## src/rtl/ccd_tg_pkg.sv

```systemverilog
package ccd_tg_pkg;

  // Strobes from control to the horizontal datapath
  typedef struct packed {
    logic pixPhase;   // 0: first clock of a pixel, 1: second
    logic readWin;    // pixel counter is past horizontal blanking
  } hStrobe_t;

  // Strobes from control to the vertical datapath
  typedef struct packed {
    logic lineZero;   // first line of a field
    logic fieldId;    // current field
  } vStrobe_t;

  localparam logic [3:0] V_REST    = 4'b0011;
  localparam logic [3:0] V_XFER_F0 = 4'b1001;
  localparam logic [3:0] V_XFER_F1 = 4'b0011;

  // Pattern for each of the four vertical shift steps
  function automatic logic [3:0] vStepPat(input logic [1:0] k);
    case (k)
      2'd0:    vStepPat = 4'b0110;
      2'd1:    vStepPat = 4'b1100;
      2'd2:    vStepPat = 4'b1001;
      default: vStepPat = 4'b0011;
    endcase
  endfunction

endpackage

```

## src/rtl/ccd_tg_ctrl.sv

```systemverilog
module ccd_tg_ctrl
  import ccd_tg_pkg::*;
#(
  parameter int LINE_PIX = 432,
  parameter int HBLANK   = 48,
  parameter int LINES_F0 = 313,
  parameter int LINES_F1 = 312,
  parameter int PIX_W    = 9,
  parameter int LINE_W   = 9
) (
  input  logic              clk,
  input  logic              rst,
  output logic [PIX_W-1:0]  pixCnt,
  output logic [LINE_W-1:0] lineCnt,
  output hStrobe_t          hStrb,
  output vStrobe_t          vStrb
);

  localparam logic [PIX_W-1:0]  PIX_LAST = PIX_W'(LINE_PIX - 1);
  localparam logic [PIX_W-1:0]  HB_C     = PIX_W'(HBLANK);
  localparam logic [LINE_W-1:0] LAST_F0  = LINE_W'(LINES_F0 - 1);
  localparam logic [LINE_W-1:0] LAST_F1  = LINE_W'(LINES_F1 - 1);

  logic phase;
  logic field;
  logic pixEnd;
  logic lineLast;
  logic lineEnd;

  assign pixEnd   = phase && (pixCnt == PIX_LAST);
  assign lineLast = (lineCnt == (field ? LAST_F1 : LAST_F0));
  assign lineEnd  = pixEnd && lineLast;

  always_ff @(posedge clk) begin
    if (rst) begin
      phase   <= 1'b0;
      field   <= 1'b0;
      pixCnt  <= '0;
      lineCnt <= '0;
    end else begin
      phase <= ~phase;
      if (phase) begin
        if (pixEnd) begin
          pixCnt <= '0;
          if (lineLast) begin
            lineCnt <= '0;
            field   <= ~field;
          end else begin
            lineCnt <= lineCnt + 1'b1;
          end
        end else begin
          pixCnt <= pixCnt + 1'b1;
        end
      end
    end
  end

  assign hStrb.pixPhase = phase;
  assign hStrb.readWin  = (pixCnt >= HB_C);
  assign vStrb.lineZero = (lineCnt == '0);
  assign vStrb.fieldId  = field;

  AST_PIX_IN_RANGE: assert property (@(posedge clk) disable iff (rst)
    pixCnt <= PIX_LAST);
  AST_FIELD_FLIP: assert property (@(posedge clk) disable iff (rst)
    lineEnd |=> (field != $past(field)));
  AST_LINE_HOLD: assert property (@(posedge clk) disable iff (rst)
    !pixEnd |=> (lineCnt == $past(lineCnt)));

endmodule

```

## src/rtl/ccd_tg_hdp.sv

```systemverilog
module ccd_tg_hdp
  import ccd_tg_pkg::*;
#(
  parameter int HBLANK       = 48,
  parameter int FRONT_OB     = 2,
  parameter int ACTIVE_PIX   = 362,
  parameter int HSYNC_PIX    = 8,
  parameter int VBLANK_LINES = 21,
  parameter int ACTIVE_LINES = 291,
  parameter int PIX_W        = 9,
  parameter int LINE_W       = 9
) (
  input  logic              clk,
  input  logic              rst,
  input  hStrobe_t          hStrb,
  input  logic [PIX_W-1:0]  pixCnt,
  input  logic [LINE_W-1:0] lineCnt,
  output logic              hSync,
  output logic              hClk1,
  output logic              hClk2,
  output logic              rstGate,
  output logic              lineValid,
  output logic              pixValid,
  output logic              optBlack
);

  localparam logic [PIX_W-1:0]  HS_C   = PIX_W'(HSYNC_PIX);
  localparam logic [PIX_W-1:0]  ACT_LO = PIX_W'(HBLANK + FRONT_OB);
  localparam logic [PIX_W-1:0]  ACT_HI = PIX_W'(HBLANK + FRONT_OB + ACTIVE_PIX);
  localparam logic [LINE_W-1:0] LV_LO  = LINE_W'(VBLANK_LINES);
  localparam logic [LINE_W-1:0] LV_HI  = LINE_W'(VBLANK_LINES + ACTIVE_LINES);

  logic activeCol;
  logic lineAct;

  assign activeCol = (pixCnt >= ACT_LO) && (pixCnt < ACT_HI);
  assign lineAct   = (lineCnt >= LV_LO) && (lineCnt < LV_HI);

  always_ff @(posedge clk) begin
    if (rst) begin
      hSync     <= 1'b0;
      hClk1     <= 1'b1;
      hClk2     <= 1'b0;
      rstGate   <= 1'b0;
      lineValid <= 1'b0;
      pixValid  <= 1'b0;
      optBlack  <= 1'b0;
    end else begin
      hSync     <= (pixCnt < HS_C);
      hClk1     <= !hStrb.readWin || !hStrb.pixPhase;
      hClk2     <= hStrb.readWin && hStrb.pixPhase;
      rstGate   <= hStrb.readWin && !hStrb.pixPhase;
      lineValid <= lineAct;
      pixValid  <= lineAct && activeCol;
      optBlack  <= hStrb.readWin && !activeCol;
    end
  end

  AST_HCLK_EXCL: assert property (@(posedge clk) disable iff (rst)
    !(hClk1 && hClk2));
  AST_RG_FIRST_HALF: assert property (@(posedge clk) disable iff (rst)
    rstGate |-> hClk1);
  AST_VALID_LINE: assert property (@(posedge clk) disable iff (rst)
    pixValid |-> lineValid);
  AST_OB_NOT_VALID: assert property (@(posedge clk) disable iff (rst)
    optBlack |-> !pixValid);

endmodule

```

## src/rtl/ccd_tg_vdp.sv

```systemverilog
module ccd_tg_vdp
  import ccd_tg_pkg::*;
#(
  parameter int VSTEP_START = 8,
  parameter int VSTEP_PIX   = 6,
  parameter int OFD_START   = 34,
  parameter int OFD_PIX     = 8,
  parameter int LINES_F0    = 313,
  parameter int LINES_F1    = 312,
  parameter int VSYNC_LINES = 3,
  parameter int PIX_W       = 9,
  parameter int LINE_W      = 9
) (
  input  logic              clk,
  input  logic              rst,
  input  vStrobe_t          vStrb,
  input  logic [PIX_W-1:0]  pixCnt,
  input  logic [LINE_W-1:0] lineCnt,
  input  logic [LINE_W-1:0] shutterLines,
  output logic              vSync,
  output logic [3:0]        vClk,
  output logic              xferGate,
  output logic              ofdPulse,
  output logic              fieldId
);

  localparam logic [PIX_W-1:0]  VS_C    = PIX_W'(VSTEP_START);
  localparam logic [PIX_W-1:0]  VE_C    = PIX_W'(VSTEP_START + 4 * VSTEP_PIX);
  localparam logic [PIX_W-1:0]  VSTEP_C = PIX_W'(VSTEP_PIX);
  localparam logic [PIX_W-1:0]  OS_C    = PIX_W'(OFD_START);
  localparam logic [PIX_W-1:0]  OE_C    = PIX_W'(OFD_START + OFD_PIX);
  localparam logic [LINE_W-1:0] VSYNC_C = LINE_W'(VSYNC_LINES);
  localparam logic [LINE_W:0]   LEN0_C  = (LINE_W + 1)'(LINES_F0);
  localparam logic [LINE_W:0]   LEN1_C  = (LINE_W + 1)'(LINES_F1);

  logic             vWin;
  logic [PIX_W-1:0] offs;
  logic [1:0]       step;
  logic [LINE_W:0]  toGo;
  logic             ofdOn;
  logic [3:0]       vNext;

  assign vWin  = (pixCnt >= VS_C) && (pixCnt < VE_C);
  assign offs  = pixCnt - VS_C;
  assign step  = 2'(offs / VSTEP_C);
  assign toGo  = (vStrb.fieldId ? LEN1_C : LEN0_C) - {1'b0, lineCnt};
  assign ofdOn = (shutterLines != '0) && (toGo > {1'b0, shutterLines})
               && (pixCnt >= OS_C) && (pixCnt < OE_C);

  always_comb begin
    if (vWin && vStrb.lineZero)
      vNext = vStrb.fieldId ? V_XFER_F1 : V_XFER_F0;
    else if (vWin)
      vNext = vStepPat(step);
    else
      vNext = V_REST;
  end

  always_ff @(posedge clk) begin
    if (rst) begin
      vSync    <= 1'b0;
      vClk     <= V_REST;
      xferGate <= 1'b0;
      ofdPulse <= 1'b0;
      fieldId  <= 1'b0;
    end else begin
      vSync    <= (lineCnt < VSYNC_C);
      vClk     <= vNext;
      xferGate <= vWin && vStrb.lineZero;
      ofdPulse <= ofdOn;
      fieldId  <= vStrb.fieldId;
    end
  end

  AST_VCLK_TWO_HIGH: assert property (@(posedge clk) disable iff (rst)
    $countones(vClk) == 2);
  AST_TG_HOLDS_V1: assert property (@(posedge clk) disable iff (rst)
    xferGate |-> vClk[0]);
  AST_TG_NO_OFD: assert property (@(posedge clk) disable iff (rst)
    !(xferGate && ofdPulse));
  AST_OFD_ZERO_OFF: assert property (@(posedge clk) disable iff (rst)
    ($past(shutterLines) == '0) |-> !ofdPulse);

endmodule

```

## src/rtl/ccd_field_timing.sv

```systemverilog
module ccd_field_timing
  import ccd_tg_pkg::*;
#(
  parameter int LINE_PIX     = 432,
  parameter int FRONT_OB     = 2,
  parameter int ACTIVE_PIX   = 362,
  parameter int REAR_OB      = 20,
  parameter int HSYNC_PIX    = 8,
  parameter int VSTEP_START  = 8,
  parameter int VSTEP_PIX    = 6,
  parameter int OFD_START    = 34,
  parameter int OFD_PIX      = 8,
  parameter int LINES_F0     = 313,
  parameter int LINES_F1     = 312,
  parameter int VBLANK_LINES = 21,
  parameter int ACTIVE_LINES = 291,
  parameter int VSYNC_LINES  = 3,
  localparam int PIX_W  = $clog2(LINE_PIX),
  localparam int LINE_W = $clog2(((LINES_F0 > LINES_F1) ? LINES_F0 : LINES_F1) + 1)
) (
  input  logic              clk,
  input  logic              rst,
  input  logic [LINE_W-1:0] shutterLines,
  output logic              hSync,
  output logic              vSync,
  output logic              hClk1,
  output logic              hClk2,
  output logic              rstGate,
  output logic [3:0]        vClk,
  output logic              xferGate,
  output logic              ofdPulse,
  output logic              fieldId,
  output logic              lineValid,
  output logic              pixValid,
  output logic              optBlack
);

  localparam int HBLANK = LINE_PIX - FRONT_OB - ACTIVE_PIX - REAR_OB;

  logic [PIX_W-1:0]  pixCnt;
  logic [LINE_W-1:0] lineCnt;
  hStrobe_t          hStrb;
  vStrobe_t          vStrb;

  ccd_tg_ctrl #(
    .LINE_PIX(LINE_PIX), .HBLANK(HBLANK), .LINES_F0(LINES_F0),
    .LINES_F1(LINES_F1), .PIX_W(PIX_W), .LINE_W(LINE_W)
  ) u_ctrl (
    .clk(clk), .rst(rst), .pixCnt(pixCnt), .lineCnt(lineCnt),
    .hStrb(hStrb), .vStrb(vStrb)
  );

  ccd_tg_hdp #(
    .HBLANK(HBLANK), .FRONT_OB(FRONT_OB), .ACTIVE_PIX(ACTIVE_PIX),
    .HSYNC_PIX(HSYNC_PIX), .VBLANK_LINES(VBLANK_LINES),
    .ACTIVE_LINES(ACTIVE_LINES), .PIX_W(PIX_W), .LINE_W(LINE_W)
  ) u_hdp (
    .clk(clk), .rst(rst), .hStrb(hStrb), .pixCnt(pixCnt), .lineCnt(lineCnt),
    .hSync(hSync), .hClk1(hClk1), .hClk2(hClk2), .rstGate(rstGate),
    .lineValid(lineValid), .pixValid(pixValid), .optBlack(optBlack)
  );

  ccd_tg_vdp #(
    .VSTEP_START(VSTEP_START), .VSTEP_PIX(VSTEP_PIX), .OFD_START(OFD_START),
    .OFD_PIX(OFD_PIX), .LINES_F0(LINES_F0), .LINES_F1(LINES_F1),
    .VSYNC_LINES(VSYNC_LINES), .PIX_W(PIX_W), .LINE_W(LINE_W)
  ) u_vdp (
    .clk(clk), .rst(rst), .vStrb(vStrb), .pixCnt(pixCnt), .lineCnt(lineCnt),
    .shutterLines(shutterLines), .vSync(vSync), .vClk(vClk),
    .xferGate(xferGate), .ofdPulse(ofdPulse), .fieldId(fieldId)
  );

endmodule

```

## config.mk

```make
export PLATFORM = sky130hd
export DESIGN_NAME = ccd_field_timing
export DESIGN_NICKNAME = d
export VERILOG_FILES = /design/src/rtl/ccd_tg_pkg.sv /design/src/rtl/ccd_tg_ctrl.sv /design/src/rtl/ccd_tg_hdp.sv /design/src/rtl/ccd_tg_vdp.sv /design/src/rtl/ccd_field_timing.sv
export SDC_FILE = /design/constraint.sdc
export NUM_CORES = 1
export LEC_CHECK = 0
export ABC_AREA = 1
export ABC_CLOCK_PERIOD_IN_PS = 2490
export BUFFER_PORTS_ARGS = -buffer_cell sky130_fd_sc_hd__buf_4
export CAP_MARGIN = 20
export CELL_PAD_IN_SITES_DETAIL_PLACEMENT = 0
export CELL_PAD_IN_SITES_GLOBAL_PLACEMENT = 2
export CORE_MARGIN = 2
export CORE_UTILIZATION = 30
export DETAILED_ROUTE_END_ITERATION = 8
export PLACE_DENSITY_LB_ADDON = 0.1
export SLEW_MARGIN = 20
export SYNTH_ARGS = -nofsm -noshare
export SYNTH_HDL_FRONTEND = slang
export SYNTH_SLANG_ARGS = --single-unit
export TNS_END_PERCENT = 50
```

## constraint.sdc

```tcl
create_clock -name clk -period 2.49 [get_ports clk]
set_input_delay 0.249 -clock clk [delete_from_list [all_inputs] [get_ports clk]]
set_output_delay 0.249 -clock clk [all_outputs]
set_load 0.005 [all_outputs]
```

==> metrics, run 1 <==
Clk Latency, worst-skew pair=roughly 0.29 ns; VDD IR max=0.257 mV; Mapped Nets=roughly 380; pins over their slew limit=0; row count=32; fraction of registers with async set/reset=0%; fin area=approximately 0.0031 mm²; RSZ-0062 raised after global routing=true; Max-slew headroom=65.2%; routed vias/inst=about 4.6; Die Area=0.00884 mm²; max-cap viol count=0; most frequent CP cell=nand2_2; DP Wirelength=~5.0 mm; Avg WL per Cell=12.5 µm; total clock sinks=35; vias in the first global route=~2,200; Crit Path Class=reg2reg; Post-synth top flop=dfxtp_1; area delta synth->final=25.6%; RD Place Congestion=0.812; outcome=completed; I/O pin count=26; Post-synth EDFFs=0; sequential cell area fraction in the yosys report=28.8%; CP Cell Sequence=inv_4 -> ha_4 -> inv_2 -> or2_4 -> nor2_4 -> nand3_4 -> nand2_4 -> nand2_2 -> nand2_2 -> nand3_2 -> nand2_2 -> inv_2 -> mux2i_4 -> inv_2 -> nand2_2 -> nand2_2 -> nand2_2 -> nand4_1 -> nand2_1 -> nor2_1; clk_skew=a little under 0.009 ns; DR iter-0 viols=74; GRT Util Overall=15.0%; Die Y=between 90 and 100 µm; Worst setup SP type=flip-flop; final setup TNS=0 ns; pin count of the biggest net entering global routing=13; Root Buffer=clkbuf_8; worst-margin pin slew=roughly 0.52 ns; Pwr Total=1.05 mW; leading cell type in the layout, fill and taps excluded=nand2_1; placed cells=486; clock-pin slew on the worst setup and hold paths=around 0.08 ns; syn avg cell area=roughly 6.9 µm²; FF+latch count, synth=35; antenna-violating nets left=0; DR DRC count=0; DR pass1 iterations=4; Cells after Synth=350; post-layout min period=2.30 ns; DP Area=~0.0028 mm²; Die W=94.0 µm; global route overflow=0; Final period util=between 90 and 100%; Starting Density=a little under a third; Crit. End Element=flip-flop; CP arrival=~2.5 ns; nets=between 400 and 500; crit-path max cell delay=approximately 0.34 ns; first-pass GRT wire length=10.6 mm; n_diodes=0; CTS Buffer Depth=2; most frequent cells in the layout=nand2_1, inv_1, buf_4; total routed wirelength=6.23 mm; Critical Path RT=roughly 2.7 ns; CP max stage cell=dfxtp_2; ratio of cells with drive above 1 in the final layout=roughly 28%; count of input and output buffers=25; fmax=about 440 MHz; fin util=about 40%; antenna violations before repair=0; final hold violation count=0; post-route insts no fill=between 400 and 500; library cells used by synthesis=37; Mapped Area=between 0.002 and 0.0025 mm²; Crit Path Max Fanout=4; Core ar.=around 0.0078 mm²; final setup fails=0; via count=between 2,000 and 2,500; TritonCTS clock tree=done; Yosys warning total=0; Worst Hold Class=in2reg; cell leakage power=around 1.4 nW; H-tree Lvls=2; cts bufs inserted=5; pwr/cell area=344 mW/mm²
[Yosys cell counts, types with 2 or more instances]
master | count | share of area, %
a21oi_1 | 21 | 4.3
buf_6 | 2 | 0.93
dfxtp_1 | 35 | 29
ha_1 | 22 | 11
inv_1 | 52 | 8.0
inv_2 | 9 | 1.4
nand2_1 | 65 | 10
nand2_2 | 10 | 2.6
nand3_1 | 17 | 3.5
nand3_2 | 4 | 1.6
nand4_1 | 10 | 2.6
nor2_1 | 38 | 5.9
nor2_2 | 2 | 0.51
nor2_4 | 3 | 1.4
nor3_1 | 14 | 2.9
nor4_1 | 4 | 1.0
o21ai_0 | 14 | 2.9
o31ai_1 | 2 | 0.62
xor2_1 | 8 | 2.9
[worst paths after layout]
check                    startpoint             to  slack [ns]  cells past startpoint
setup / recovery   u_ctrl.pixCnt[4]  u_vdp.vClk[1]        0.19                     20
hold / removal                  rst   u_ctrl.field        0.23                      2
setup reg to reg   u_ctrl.pixCnt[4]  u_vdp.vClk[1]        0.19                     20
hold reg to reg   u_ctrl.lineCnt[4]    u_vdp.vSync        0.50                      1
[registers in the layout (all words and copies together) (netlist names)]
signal           count
u_ctrl.lineCnt       9
u_ctrl.pixCnt        9
u_vdp.vClk           4
u_ctrl.field         1
u_ctrl.phase         1
u_hdp.hClk1          1
u_hdp.hClk2          1
u_hdp.hSync          1
u_hdp.lineValid      1
u_hdp.optBlack       1
u_hdp.pixValid       1
u_hdp.rstGate        1
u_vdp.fieldId        1
u_vdp.ofdPulse       1
u_vdp.vSync          1
u_vdp.xferGate       1
[cell type report]
type / count / area (µm²)
Sequential cell: 35 / 709
Clock buffer: 5 / 68.8
Timing Repair Buffer: 40 / 304
Fill cell: 855 / 4720
Clock inverter: 3 / 20.0
Tap cell: 102 / 128
Multi-Input combinational cell: 250 / 1580
Inverter: 62 / 238
[stage by stage]
| step | setup slack, ns | hold WS [ns] |
|---|---|---|
| 6_report | 0.193 | 0.231 |
| 5_1_grt | 0.00313 | 0.235 |
| 3_3_place_gp | 0.125 | 0.507 |
| 3_5_place_dp | 0.103 | 0.491 |
| 2_1_floorplan | 0.120 | 0.417 |
| 4_1_cts | 0.0824 | 0.227 |
[critical path, delay by kind of cell (launching register included)]
kind,cells,cell delay (ns)
simple gates,14,1.35
flops,1,0.34
buf+inv,4,0.24
fa+ha+maj,1,0.15
mux,1,0.14
[cells by family (layout without fill, tap and decap cells)]
| kind of cell | Yosys count | count (layout) | synth area share [%] |
|---|---|---|---|
| xor gates and xnor gates | 8 | 8 | 2.88 |
| DFF | 35 | 35 | 28.8 |
| adders and majority gates | 22 | 22 | 11.3 |
| and+or+nand+nor | 170 | 170 | 33.3 |
| muxes | 1 | 1 | 0.927 |
| buffers and inverters | 65 | 110 | 10.8 |
| AOI/OAI and AO/OA | 49 | 49 | 12.0 |
[routing by layer]
metal	wire length, µm	vias up	GRT usage, %
met5	0	-	0
met4	31	0	2.90
met3	293	4	3.13
met2	2400	50	20.5
met1	3510	1017	23.9
li1	-	1231	-
[power by group]
group	switching [mW]	total, mW	internal [mW]
Sequential	0.00658	0.570	0.564
Clock	0.218	0.413	0.195
Combinational	0.0378	0.0667	0.0288
[what timing repair did]
action,in CTS,in global routing
endpoints found under the setup margin,0,6
buffers inserted,0,3
resized for setup,0,43
hold buffers,0,0
Note: power is estimated with default switching activity, not from simulation.
==> inputs of run 2 (changes only) <==
--- a/config.mk
+++ b/config.mk
@@ -11,8 +11,9 @@
 export CAP_MARGIN = 20
 export CELL_PAD_IN_SITES_DETAIL_PLACEMENT = 0
 export CELL_PAD_IN_SITES_GLOBAL_PLACEMENT = 2
-export CORE_MARGIN = 2
+export CORE_MARGIN = 5
 export CORE_UTILIZATION = 30
+export CTS_CLUSTER_DIAMETER = 120
 export DETAILED_ROUTE_END_ITERATION = 8
 export PLACE_DENSITY_LB_ADDON = 0.1
 export SLEW_MARGIN = 20
==> run 2 against run 1 <==
Sequential share of layout area decreased by 0.18 points. Die area is 13% higher. Clock skew is 0.0014 ns lower. Final cell count shrank 0.20%. Clock power increased by 13%. Critical endpoint unchanged. Register-to-register slack worse by 0.05 ns. Non-clock buffer count down 1. Global-route usage fell by 2.3 points. Sequential power is essentially flat. Core utilization about the same. Setup slack worse by 0.055 ns.
==> metrics, run 2 (synthesized netlist as in run 1, its figures left out) <==
outcome=completed; leading cell type in the layout, fill and taps excluded=nand2_1; DR iter-0 viols=around 120; post-route insts no fill=slightly below 500; I/O pin count=26; Root Buffer=clkbuf_8; total clock sinks=35; ratio of cells with drive above 1 in the final layout=between 20% and 30%; RD Place Congestion=0.818; total routed wirelength=6.31 mm; Max-slew headroom=71.9%; pins over their slew limit=0; Critical Path RT=roughly 2.7 ns; RSZ-0062 raised after global routing=true; final setup fails=0; antenna violations before repair=0; H-tree Lvls=2; worst-margin pin slew=~0.42 ns; fmax=425 MHz; Die Y=approximately 100 µm; global route overflow=0; Pwr Total=~1.1 mW; pwr/cell area=roughly 360 mW/mm²; DR pass1 iterations=4; Worst Hold Class=in2reg; via count=2,293; Core ar.=approximately 0.0078 mm²; TritonCTS clock tree=done; cell leakage power=1.39 nW; first-pass GRT wire length=roughly 10 mm; final setup TNS=0 ns; CTS Buffer Depth=2; Worst setup SP type=flip-flop; clk_skew=roughly 0.0075 ns; nets=approximately 430; VDD IR max=about 0.24 mV; placed cells=approximately 500; Starting Density=a little under a third; Hold-fix buffers, CTS=0; Clk Latency, worst-skew pair=0.28 ns; top flop regs=u_ctrl.lineCnt (9), u_ctrl.pixCnt (9), u_vdp.vClk (4); post-layout min period=between 2 and 2.5 ns; most frequent cells in the layout=nand2_1, inv_1, buf_4; pin count of the biggest net entering global routing=13; final hold violation count=0; area delta synth->final=26.1%; count of input and output buffers=25; Die Area=~0.010 mm²; Crit Path Max Fanout=4; max-cap viol count=0; GRT Util Overall=12.8%; Final period util=between 90% and 100%; Crit. End Element=flip-flop; vias in the first global route=roughly 2,100; antenna-violating nets left=0; DR DRC count=0; Avg WL per Cell=approximately 13 µm; DP Wirelength=approximately 5.1 mm; CP arrival=between 2 and 3 ns; row count=32; Crit Path Class=reg2reg; clock-pin slew on the worst setup and hold paths=roughly 0.080 ns; Die W=~100 µm; routed vias/inst=about 4.6; n_diodes=0; cts bufs inserted=5
-- run 2: final cells by class --
| class | instances | area, µm² |
|---|---|---|
| inverter | 62 | 238 |
| clock buffer | 8 | 100 |
| sequential | 35 | 707 |
| tap | 102 | 128 |
| fill | 821 | 4740 |
| timing repair buffer | 39 | 297 |
| multi-input combinational | 250 | 1600 |
-- run 2: critical path, stage by stage, from the launching register on --
cell	delay, ns
dfxtp_2	0.33
inv_4	0.09
ha_4	0.13
inv_1	0.05
or2_4	0.28
nor2_4	0.12
nand3_2	0.12
nand2_2	0.12
nand2_4	0.08
nand2_4	0.06
nand3_2	0.08
nand2_2	0.08
inv_2	0.05
mux2i_4	0.15
a21oi_2	0.08
nor2_2	0.14
nand4_1	0.13
nand2_1	0.10
nor2_1	0.04
-- run 2: report_power, final --
part / internal [mW] / switching (mW)
combinational: 0.0290 / 0.0379
clock: 0.253 / 0.212
sequential: 0.564 / 0.00589
total: 0.846 / 0.256
-- run 2: path summary, 6_finish.rpt --
check	startpoint	end	slack, ns	cells past startpoint
worst max-delay path	u_ctrl.pixCnt[4]	u_vdp.vClk[1]	0.14	18
worst min-delay path	rst	u_ctrl.field	0.24	2
worst max register to register	u_ctrl.pixCnt[4]	u_vdp.vClk[1]	0.14	18
worst min register to register	u_ctrl.lineCnt[4]	u_vdp.vSync	0.50	1
-- run 2: routing by layer --
metal | part of all wire [%] | global-route usage (%)
met1 | 56 | 21.2
met2 | 38 | 16.3
met3 | 6.0 | 2.99
met4 | 0.38 | 2.18
met5 | 0 | 0
-- run 2: repair_timing --
action	4_1_cts	5_1_grt
setup buffers	0	1
setup endpoints to repair	0	5
gates resized for setup	0	39
-- run 2: per-stage QoR --
stage | util [%] | area (µm²) | hold WS, ns | setup slack [ns]
floorplan | - | 2430 | 0.417 | 0.120
global placement | 36.1 | 2820 | 0.498 | 0.0943
detailed placement | 36.1 | 2820 | 0.486 | 0.0771
CTS | 37.4 | 2920 | 0.231 | 0.0589
global route | 39.2 | 3060 | 0.246 | -0.0514
finish | 39.2 | 3060 | 0.237 | 0.138
==> inputs of run 3 (changes only) <==
--- a/config.mk
+++ b/config.mk
@@ -5,14 +5,13 @@
 export SDC_FILE = /design/constraint.sdc
 export NUM_CORES = 1
 export LEC_CHECK = 0
-export ABC_AREA = 1
 export ABC_CLOCK_PERIOD_IN_PS = 2490
 export BUFFER_PORTS_ARGS = -buffer_cell sky130_fd_sc_hd__buf_4
 export CAP_MARGIN = 20
 export CELL_PAD_IN_SITES_DETAIL_PLACEMENT = 0
 export CELL_PAD_IN_SITES_GLOBAL_PLACEMENT = 2
 export CORE_MARGIN = 5
-export CORE_UTILIZATION = 30
+export CORE_UTILIZATION = 32
 export CTS_CLUSTER_DIAMETER = 120
 export DETAILED_ROUTE_END_ITERATION = 8
 export PLACE_DENSITY_LB_ADDON = 0.1
==> run 3 against run 2 <==
The run now ends with setup timing left. Core utilization grew 4.8 points. First-iteration DRC count increased by 17%. Synthesized area up 9.2%. Global-route usage rose by 2.0 points. Critical path depth shrank 9. Final cell count up 3.6%. Highest routed layer unchanged. Flip-flop and latch count stayed put.
==> metrics, run 3 <==
clk_skew=~0.0056 ns; Yosys warning total=0; Die Area=0.0102 mm²; Fillers=approximately 800; Comb pwr share=~6.8%; DR iter-0 viols=135; Final period util=111%; cts bufs inserted=5; most frequent cells in the layout=buf_4, nand2_1, dfxtp_1; first-pass GRT wire length=12.3 mm; area leader, netlist=dfxtp_1; P_sw=0.273 mW; fraction of registers with async set/reset=0%; total clock sinks=35; Root Buffer=clkbuf_8; Sw Share=22.1%; Die W=around 100 µm; Avg WL per Cell=14.3 µm; total routed wirelength=about 7.3 mm; row count=33; violated checks=setup timing; DR DRC count=0; most frequent CP cell=a32o_2; largest cells by area after synthesis=dfxtp_1, ha_1, nand2_1, nor2_1, xnor2_1; Crit Path Max Fanout=5; count of input and output buffers=25; top post-synthesis cells by count=nand2_1, dfxtp_1, nor2_1; CP max stage cell=or4_4; n_diodes=0; via count=approximately 2,600; hold path start=rst; Pwr Total=around 1.2 mW; vias in the first global route=around 2,500; fin area=approximately 0.0036 mm²; DP Wirelength=about 5.7 mm; leading cell type in the layout, fill and taps excluded=buf_4; Mapped Nets=376; I/O pin count=26; CP top delay family=simple AND/OR/NAND/NOR gates; ratio of cells with drive above 1 in the final layout=30.3%; DR pass1 iterations=4; worst-margin pin slew=0.530 ns; Clk network pwr share=between 40% and 50%; outcome=finished with violations; worst reg2reg startpoint=u_ctrl.pixCnt[4]; Max-slew headroom=64.4%; most common cell in the synthesized netlist=nand2_1; Worst setup SP type=flip-flop; clock-pin slew on the worst setup and hold paths=0.08 ns; Core ar.=0.00813 mm²; Post-synth top flop=dfxtp_1; final hold violation count=0; post-layout min period=~2.8 ns; cell leakage power=approximately 1.6 nW; pins over their slew limit=0; sequential cell area fraction in the yosys report=approximately a quarter; antenna violations before repair=0; TritonCTS clock tree=done; pwr/cell area=approximately 350 mW/mm²; area fraction of the dominant cell type after synthesis=between 20% and 30%; Post-synth EDFFs=0; syn avg cell area=between 7 and 8 µm²; WP buf/inv=0; VDD IR max=approximately 0.21 mV; library cells used by synthesis=57; FF+latch count, synth=35; area delta synth->final=35.1%; CP arrival=approximately 2.9 ns; GRT Util Overall=14.8%; Pint=~0.96 mW; H-tree Lvls=2; Cells after Synth=between 300 and 400; RD Place Congestion=~0.80; Critical Path RT=about 2.7 ns; pre-CTS WS=-0.323 ns; sequential power share=between 40% and 50%; DP Area=between 0.003 and 0.004 mm²; Register Area=between 700 and 800 µm²; routed vias/inst=about 5.0; placed cells=502; CP Cell Sequence=or4_4 -> o311a_1 -> a32o_2 -> or2_4 -> a32o_2 -> a211oi_4 -> mux2i_1 -> nor4_2 -> a211oi_1; Crit. End Element=flip-flop; Crit Path Class=reg2reg; Final WS setup=-0.271 ns; global route overflow=0; Mapped Area=0.00265 mm²; max-cap viol count=0; Crit. Startpoint=u_ctrl.pixCnt[4]; Die Y=between 100 and 150 µm; Worst Hold Class=in2reg; RSZ-0062 raised after global routing=true; pin count of the biggest net entering global routing=19; antenna-violating nets left=0; Clk Latency, worst-skew pair=just under 0.3 ns; top flop regs=u_ctrl.lineCnt (9), u_ctrl.pixCnt (9), u_vdp.vClk (4); crit-path max cell delay=0.54 ns; Hold-fix buffers, CTS=0; nets=approximately 440; post-route insts no fill=a little over 500; CTS Buffer Depth=2; Starting Density=between 30% and 40%; fmax=around 360 MHz; total area of multi-input combinational cells=~0.0019 mm²; final setup fails=4
## run 3: cell types whose count changed in the layout (fill, tap and decap cells not counted), sizes merged, moves of 5 or more
| cell | before | now |
|---|---|---|
| buf | 39 | 82 |
| inv | 62 | 20 |
| nand2 | 76 | 37 |
| nand3 | 21 | 7 |
| nor2 | 43 | 30 |
| xnor2 | 0 | 12 |
| nor2b | 0 | 10 |
| a21oi | 21 | 12 |
| a211oi | 1 | 9 |
| o21a | 1 | 9 |
| a211o | 0 | 6 |
| nand2b | 0 | 6 |
| and3 | 0 | 5 |
## run 3: final timing paths
| path | endpoint | slack [ns] | depth (start not counted) |
|---|---|---|---|
| max reg2reg | u_vdp.vClk[1] | -0.27 | 9 |
| min | u_ctrl.field | 0.28 | 2 |
| max | u_vdp.vClk[1] | -0.27 | 9 |
| min reg2reg | u_ctrl.lineCnt[7] | 0.55 | 2 |
## run 3: kinds of logic after synthesis
family	Yosys count	share of synthesized area, %
mux	4	1.56
flops	35	26.4
xor+xnor	23	7.59
fa+ha+maj	22	10.4
simple gates	143	27.6
compound gates	72	19.8
buf+inv	44	6.60
## run 3: power by group through the flow
stage | logic (mW) | registers (mW) | clock network [mW]
after floorplan | 0.0449 | 0.580 | 0
after global placement | 0.0841 | 0.579 | 0
after detailed placement | 0.0832 | 0.579 | 0
after CTS | 0.0843 | 0.565 | 0.602
after global routing | 0.0955 | 0.565 | 0.628
final | 0.0837 | 0.565 | 0.588
## run 3: layout make-up
type | count | share of cell area (%)
Clock buffer | 6 | 2.62
Timing Repair Buffer | 82 | 17.2
Multi-Input combinational cell | 264 | 53.4
Sequential cell | 35 | 19.8
Inverter | 20 | 2.23
Tap cell | 105 | 3.67
Clock inverter | 2 | 1.05
## run 3: stage by stage
step           hold slack, ns  TNS [ns]  utilization [%]
6_report                0.285    -0.643             44.1
3_5_place_dp            0.541     -1.07             41.5
4_1_cts                 0.281    -0.802             43.6
5_1_grt                 0.291     -1.38             44.1
2_1_floorplan           0.503    -0.559                -
3_3_place_gp            0.542    -0.864             41.5
## run 3: metal layers
layer | share of wire (%) | GRT usage, % | vias to the layer above
met2 | 43 | 22.3 | 43
met4 | 0.98 | 2.97 | 0
met1 | 51 | 21.9 | 1192
met5 | 0 | 0 | -
li1 | - | - | 1343
met3 | 4.1 | 2.49 | 9
## run 3: timing repair
action,4_1_cts,5_1_grt
endpoints found under the setup margin,5,7
gates resized for setup,8,6
setup buffers,3,1
pin swaps,9,9
